**src/rtl/xbb_pkg.sv**
```systemverilog
package xbb_pkg;
  // Limit an engine-supplied byte count to the buffer depth.
  function automatic int clamp_load(input int n, input int depth);
    return (n > depth) ? depth : n;
  endfunction

  // Occupancy left after an optional pop.
  function automatic int after_pop(input int cnt, input bit pop);
    return (pop && cnt > 0) ? cnt - 1 : cnt;
  endfunction
endpackage

```
**src/rtl/xbb_tracker.sv**
```systemverilog
module xbb_tracker #(
  parameter int DEPTH = 4,
  parameter int CW    = $clog2(DEPTH + 1),
  parameter int IW    = (DEPTH > 1) ? $clog2(DEPTH) : 1
) (
  input  logic          clk,
  input  logic          rst_n,
  input  logic          cpu_rd,
  input  logic          cpu_wr,
  input  logic          flush,
  input  logic          eng_load,
  input  logic [CW-1:0] eng_count,
  output logic [CW-1:0] count,
  output logic          has_data,
  output logic          full,
  output logic          pop_fire,
  output logic          push_fire,
  output logic [IW-1:0] push_slot,
  output logic [CW-1:0] load_n
);
  import xbb_pkg::*;

  localparam logic [CW-1:0] FULL_CNT = CW'(DEPTH);

  logic          cpu_ok;
  logic [CW-1:0] mid_cnt;
  logic [CW-1:0] count_n;
  logic          has_n, full_n;

  always_comb begin
    cpu_ok    = !eng_load && !flush;
    pop_fire  = cpu_ok && cpu_rd && (count != '0);
    mid_cnt   = CW'(after_pop(int'(count), pop_fire));
    push_fire = cpu_ok && cpu_wr && (mid_cnt != FULL_CNT);
    push_slot = mid_cnt[IW-1:0];
    load_n    = CW'(clamp_load(int'(eng_count), DEPTH));
  end

  always_comb begin
    count_n = count;
    has_n   = has_data;
    full_n  = full;
    if (eng_load) begin
      count_n = load_n;
      if (load_n != '0)      has_n  = 1'b1;
      if (load_n == FULL_CNT) full_n = 1'b1;
    end else if (flush) begin
      count_n = '0;
      has_n   = 1'b0;
      full_n  = 1'b0;
    end else begin
      if (pop_fire && count == CW'(1))  has_n  = 1'b0;
      if (pop_fire && count == FULL_CNT) full_n = 1'b0;
      if (push_fire && mid_cnt == '0)   has_n  = 1'b1;
      if (push_fire && mid_cnt == FULL_CNT - CW'(1)) full_n = 1'b1;
      count_n = mid_cnt + CW'(push_fire);
    end
  end

  always_ff @(posedge clk or negedge rst_n) begin
    if (!rst_n) begin
      count    <= '0;
      has_data <= 1'b0;
      full     <= 1'b0;
    end else begin
      count    <= count_n;
      has_data <= has_n;
      full     <= full_n;
    end
  end


  count_range_chk: assert property (@(posedge clk) disable iff (!rst_n)
    count <= FULL_CNT);


  no_overflow_chk: assert property (@(posedge clk) disable iff (!rst_n)
    (count == FULL_CNT && cpu_wr && !cpu_rd && !flush && !eng_load)
      |=> (count == FULL_CNT && full == $past(full) && has_data == $past(has_data)));


  empty_pop_chk: assert property (@(posedge clk) disable iff (!rst_n)
    (count == '0 && cpu_rd && !cpu_wr && !flush && !eng_load)
      |=> (count == '0 && $stable(has_data) && $stable(full)));


  full_rise_chk: assert property (@(posedge clk) disable iff (!rst_n)
    $rose(full) |-> $past((push_fire && push_slot == IW'(DEPTH - 1)) ||
                          (eng_load && load_n == FULL_CNT)));


  flush_clear_chk: assert property (@(posedge clk) disable iff (!rst_n)
    (flush && !eng_load) |=> (count == '0 && !has_data && !full));


  load_wins_chk: assert property (@(posedge clk) disable iff (!rst_n)
    eng_load |=> (count == $past(load_n)));
endmodule

```
**src/rtl/xbb_store.sv**
```systemverilog
module xbb_store #(
  parameter int DEPTH = 4,
  parameter int WIDTH = 8,
  parameter int CW    = $clog2(DEPTH + 1),
  parameter int IW    = (DEPTH > 1) ? $clog2(DEPTH) : 1
) (
  input  logic                   clk,
  input  logic                   rst_n,
  input  logic                   pop_fire,
  input  logic                   push_fire,
  input  logic [IW-1:0]          push_slot,
  input  logic [WIDTH-1:0]       wdata,
  input  logic                   flush,
  input  logic                   eng_load,
  input  logic [CW-1:0]          load_n,
  input  logic [DEPTH*WIDTH-1:0] eng_data,
  output logic [WIDTH-1:0]       head
);
  logic [DEPTH-1:0][WIDTH-1:0] mem;

  for (genvar g = 0; g < DEPTH; g++) begin : g_slot
    logic [WIDTH-1:0] shifted;
    logic [WIDTH-1:0] nxt;

    if (g < DEPTH - 1) begin : g_mid
      assign shifted = pop_fire ? mem[g+1] : mem[g];
    end else begin : g_last
      assign shifted = mem[g];
    end

    always_comb begin
      nxt = mem[g];
      if (eng_load) begin
        if (CW'(g) < load_n) nxt = eng_data[g*WIDTH +: WIDTH];
      end else if (flush) begin
        nxt = '0;
      end else if (push_fire && push_slot == IW'(g)) begin
        nxt = wdata;
      end else begin
        nxt = shifted;
      end
    end

    always_ff @(posedge clk or negedge rst_n) begin
      if (!rst_n) mem[g] <= '0;
      else        mem[g] <= nxt;
    end
  end

  assign head = mem[0];
endmodule

```
**src/rtl/xbb_buffer.sv**
```systemverilog
module xbb_buffer #(
  parameter int              DEPTH     = 4,
  parameter int              WIDTH     = 8,
  parameter logic [WIDTH-1:0] EMPTY_VAL = '1,
  localparam int             CW        = $clog2(DEPTH + 1),
  localparam int             IW        = (DEPTH > 1) ? $clog2(DEPTH) : 1
) (
  input  logic                   clk,
  input  logic                   rst_n,
  input  logic                   cpu_wr,
  input  logic [WIDTH-1:0]       cpu_wdata,
  input  logic                   cpu_rd,
  output logic [WIDTH-1:0]       cpu_rdata,
  input  logic                   flush,
  input  logic                   eng_load,
  input  logic [CW-1:0]          eng_count,
  input  logic [DEPTH*WIDTH-1:0] eng_data,
  output logic [CW-1:0]          occupancy,
  output logic                   has_data,
  output logic                   full
);
  logic          pop_fire, push_fire;
  logic [IW-1:0] push_slot;
  logic [CW-1:0] load_n;
  logic [WIDTH-1:0] head;

  xbb_tracker #(.DEPTH(DEPTH), .CW(CW), .IW(IW)) u_track (
    .clk(clk), .rst_n(rst_n), .cpu_rd(cpu_rd), .cpu_wr(cpu_wr),
    .flush(flush), .eng_load(eng_load), .eng_count(eng_count),
    .count(occupancy), .has_data(has_data), .full(full),
    .pop_fire(pop_fire), .push_fire(push_fire), .push_slot(push_slot),
    .load_n(load_n)
  );

  xbb_store #(.DEPTH(DEPTH), .WIDTH(WIDTH), .CW(CW), .IW(IW)) u_store (
    .clk(clk), .rst_n(rst_n), .pop_fire(pop_fire), .push_fire(push_fire),
    .push_slot(push_slot), .wdata(cpu_wdata), .flush(flush),
    .eng_load(eng_load), .load_n(load_n), .eng_data(eng_data), .head(head)
  );

  assign cpu_rdata = (occupancy == '0) ? EMPTY_VAL : head;


  flush_reads_empty_chk: assert property (@(posedge clk) disable iff (!rst_n)
    (flush && !eng_load) |=> (cpu_rdata == EMPTY_VAL));


  pop_moves_head_chk: assert property (@(posedge clk) disable iff (!rst_n)
    (pop_fire && !push_fire && occupancy > CW'(1)) |=> (occupancy == $past(occupancy) - CW'(1)));
endmodule

```
**config.mk**
```make
export PLATFORM = sky130hd
export DESIGN_NAME = xbb_buffer
export DESIGN_NICKNAME = d
export VERILOG_FILES = /design/src/rtl/xbb_pkg.sv /design/src/rtl/xbb_tracker.sv /design/src/rtl/xbb_store.sv /design/src/rtl/xbb_buffer.sv
export SDC_FILE = /design/constraint.sdc
export NUM_CORES = 1
export LEC_CHECK = 0
export BUFFER_PORTS_ARGS = -buffer_cell sky130_fd_sc_hd__buf_2
export CORE_ASPECT_RATIO = 0.75
export CORE_UTILIZATION = 57
export DETAILED_ROUTE_END_ITERATION = 10
export PLACE_DENSITY = 0.85
export REMOVE_ABC_BUFFERS = 1
export SETUP_SLACK_MARGIN = 0.02
export SLEW_MARGIN = 20
export SYNTH_ARGS = -nofsm -noshare
export SYNTH_HDL_FRONTEND = slang
export SYNTH_SLANG_ARGS = --single-unit
```
**constraint.sdc**
```tcl
create_clock -name clk -period 5.29 [get_ports clk]
set_input_delay 0.7935 -clock clk [delete_from_list [all_inputs] [get_ports clk]]
set_output_delay 0.7935 -clock clk [all_outputs]
set_load 0.01 [all_outputs]
```
==> impl_results.md <==
* Die boundary width at 77.5 um
* Proportion of register bits with asynchronous set or reset after synthesis at 100%
* Static leakage at 1.35 nW
* Number of placed I/O pins at 62
* Antenna viol nets, final at 0
* Area overhead of the layout relative to synthesis at 16.6%
* GRT Residual Overflow at 0
* Max-slew violation total from the final report at 0
* Root buf cell: clkbuf_8
* Count of inserted antenna diode cells at 0
* Arrival time worst endpoint at 3.26 ns
* Maximum Capacitance Violations at 0
* Setup TNS at 0 ns
* Post-Synthesis Cell Area at 2440 um^2
* Global placer's final weighted congestion at 0.928
* Max_slew headroom at 44.4%
* Core occupancy in the finished layout at 69.6%
* Die Area at 4540 um^2
* Final wirelength at 6310 um
* Initial core utilization at 59.7%
* Number of buffers added by the clock tree synthesis step at 5
* Share of synthesized area occupied by flip-flops and latches at 38.0%
* Post-Synthesis Cells at 271
* Hold Vio Cnt, Final at 0
* H-Tree Level Count at 2
* Clock-pin slew reported for the worst setup and hold paths after clock tree synthesis at 0.08 ns
* Critical path startpoint category: register
* Largest buffer count on any clock path at 2
* Layout cell share with drive strength beyond 1 at 26.5%
* Clock skew at 0.00244 ns
* Highest clock rate at 0.320 GHz
* Share of Yosys cell area claimed by the top area cell type at 38.0%
* Layout Nets at 376
* Total clock sinks at 37
* Global-route wire length before repair at 9850 um
* Clock period minus worst slack at 3.12 ns
* 1st-pass router iterations at 4
* Number of antenna violations at the first check in global routing at 0
* Unique masters post-synth at 46
* Power per Cell Area at 271 nW/um^2
* Count of flip-flops with a built-in enable after synthesis at 0
* Post-DR vias/cell at 6.15
* Run status: finished clean
* Top cells by area, synth: dfrtp_1 (38%), nand2_1 (6.3%), mux2_4 (4.9%)
* Yosys top cell by area: dfrtp_1
* Hold/Removal Path Class: register to register
* Final HPWL from detailed placement at 4320 um
* Required time worst endpoint at 5.43 ns
* Layout fillers at 330
* Post-synthesis register bit count at 37
* Buffers on Ports at 61
* Beginning of the worst hold path: u_store.head[0]
* # hold bufs at CTS at 0
* CP endpoint kind: register
* Clock latency on the worst-skew pair at 0.29 ns
* Routed vias at 2332
* Post-CTS sizing at 0
* Max Fanout on Critical Path at 16
* Die span in y at 58.6 um
* Transition time at the pin with the least slew margin at 0.835 ns
* Flip-flop cell with the highest count after synthesis: dfrtp_1
* Launch instance of the worst register-to-register path: u_track.count[0]
* Critical path startpoint: u_track.count[0]
* Mean area per synthesized cell at 8.99 um^2
* DRC violation count after routing at 0
* Via count of the first global-routing pass at 2041
* Critical path start-end classification: register to register
* Clock tree from TritonCTS: yes
* Total Routing Usage GR at 28.6%
* Register-to-Register Setup Slack at 2.17 ns
* FP Rows at 20
* Initial DRC Count at 236
* Final setup viols at 0
* WL per Instance at 16.6 um
* Largest net degree at the start of global routing at 43
* Worst IR drop on VDD at 0.145 mV
* Ratio of final minimum period to clock period at 59.1%
* Post CTS Setup Buffer Count at 0
* Yosys warnings at 0
* Area of the core at 4080 um^2
* Unrepaired setup endpoints after global routing: false
-- path summary, 6_finish.rpt --
check / end / depth (start not counted)
min in group asynchronous: u_store.g_slot[3].shifted[5] / 1
setup / recovery: u_store.mem[9] / 7
hold reg to reg: u_store.head[0] / 2
max in group asynchronous: u_track.full / 1
hold / removal: u_store.head[0] / 2
setup reg to reg: u_store.mem[9] / 7
-- sequential cells by signal (all words and copies together) (netlist names) --
| name | count |
|---|---|
| u_store.g_slot.shifted | 8 |
| u_track.has_data | 1 |
| u_track.count | 3 |
| u_store.head | 8 |
| u_store.mem | 16 |
| u_track.full | 1 |
-- final cells by class --
class	count	area [um^2]	share of cell area, %
repair buffers	62	313	11.0
flip-flops and latches	37	926	32.6
inverters	5	18.8	0.661
clock buffers	6	72.6	2.56
well taps	55	68.8	2.42
clock inverters	2	10.0	0.352
multi-input cells	212	1430	50.4
-- cell usage after synthesis (2+ instances only) --
master	n
a21boi_0	3
nand4_1	2
a21o_1	2
clkbuf_1	13
nor2_1	21
nor2b_1	5
inv_1	5
and3_1	16
a22o_1	9
o21ai_1	11
a21boi_1	6
dfrtp_1	37
nand2b_1	12
o21ai_0	8
nand3_1	2
mux2_4	8
buf_2	3
nand2_1	41
a21oi_1	4
ha_1	4
a41oi_1	9
a31oi_1	17
mux2i_1	10
-- placed cells by master, fill, tap and decap left out, types with 3 or more instances in the layout --
| cell | instances |
|---|---|
| buf_2 | 61 |
| nand2_1 | 41 |
| dfrtp_1 | 37 |
| nor2_1 | 21 |
| a31oi_1 | 17 |
| and3_1 | 16 |
| nand2b_1 | 12 |
| o21ai_1 | 11 |
| mux2i_1 | 10 |
| a22o_1 | 9 |
| a41oi_1 | 9 |
| o21ai_0 | 8 |
| mux2_4 | 8 |
| a21boi_1 | 6 |
| inv_1 | 5 |
| nor2b_1 | 5 |
| clkbuf_8 | 5 |
| ha_1 | 4 |
| a21boi_0 | 3 |
-- critical path, stage by stage (launching register included) --
cell and delay, ns:
dfrtp_1 0.61, inv_1 0.23, ha_1 0.30, nand2b_1 0.43
nand4_1 0.63, and3_1 0.43, o21ai_0 0.21, a31oi_1 0.12
-- metal layers --
layer / track usage (%) / vias to the layer above / share of wire (%)
li1: - / 1092 / -
met1: 39.4 / 1126 / 46
met2: 47.5 / 105 / 46
met3: 4.96 / 9 / 6.9
met4: 7.28 / 0 / 1.1
met5: 0 / - / 0
-- logic make-up after synthesis --
group / Yosys count / share of synthesized area [%]
and+or+nand+nor: 106 / 21.2
AOI/OAI and AO/OA: 81 / 24.6
DFF: 37 / 38.0
buffers and inverters: 22 / 3.54
muxes: 19 / 9.96
adders and majority gates: 4 / 2.05
xor gates and xnor gates: 2 / 0.719
-- power by group --
group / switching (mW) / internal [mW] / total [mW]
combinational: 0.123 / 0.101 / 0.224
clock: 0.106 / 0.0914 / 0.197
sequential: 0.0260 / 0.324 / 0.350
-- stage by stage --
stage	hold WS [ns]	cell area, um^2	setup slack [ns]	std cells	power (mW)
final	0.510	2840	2.17	379	0.771
after global routing	0.530	2840	1.94	379	0.805
after CTS	0.505	2830	2.19	379	0.767
after detailed placement	0.488	2750	1.96	371	0.575
after global placement	0.479	2750	2.14	371	0.565
after floorplan	0.465	2370	2.78	254	0.492
No activity file was read; power rests on OpenSTA's default activity.
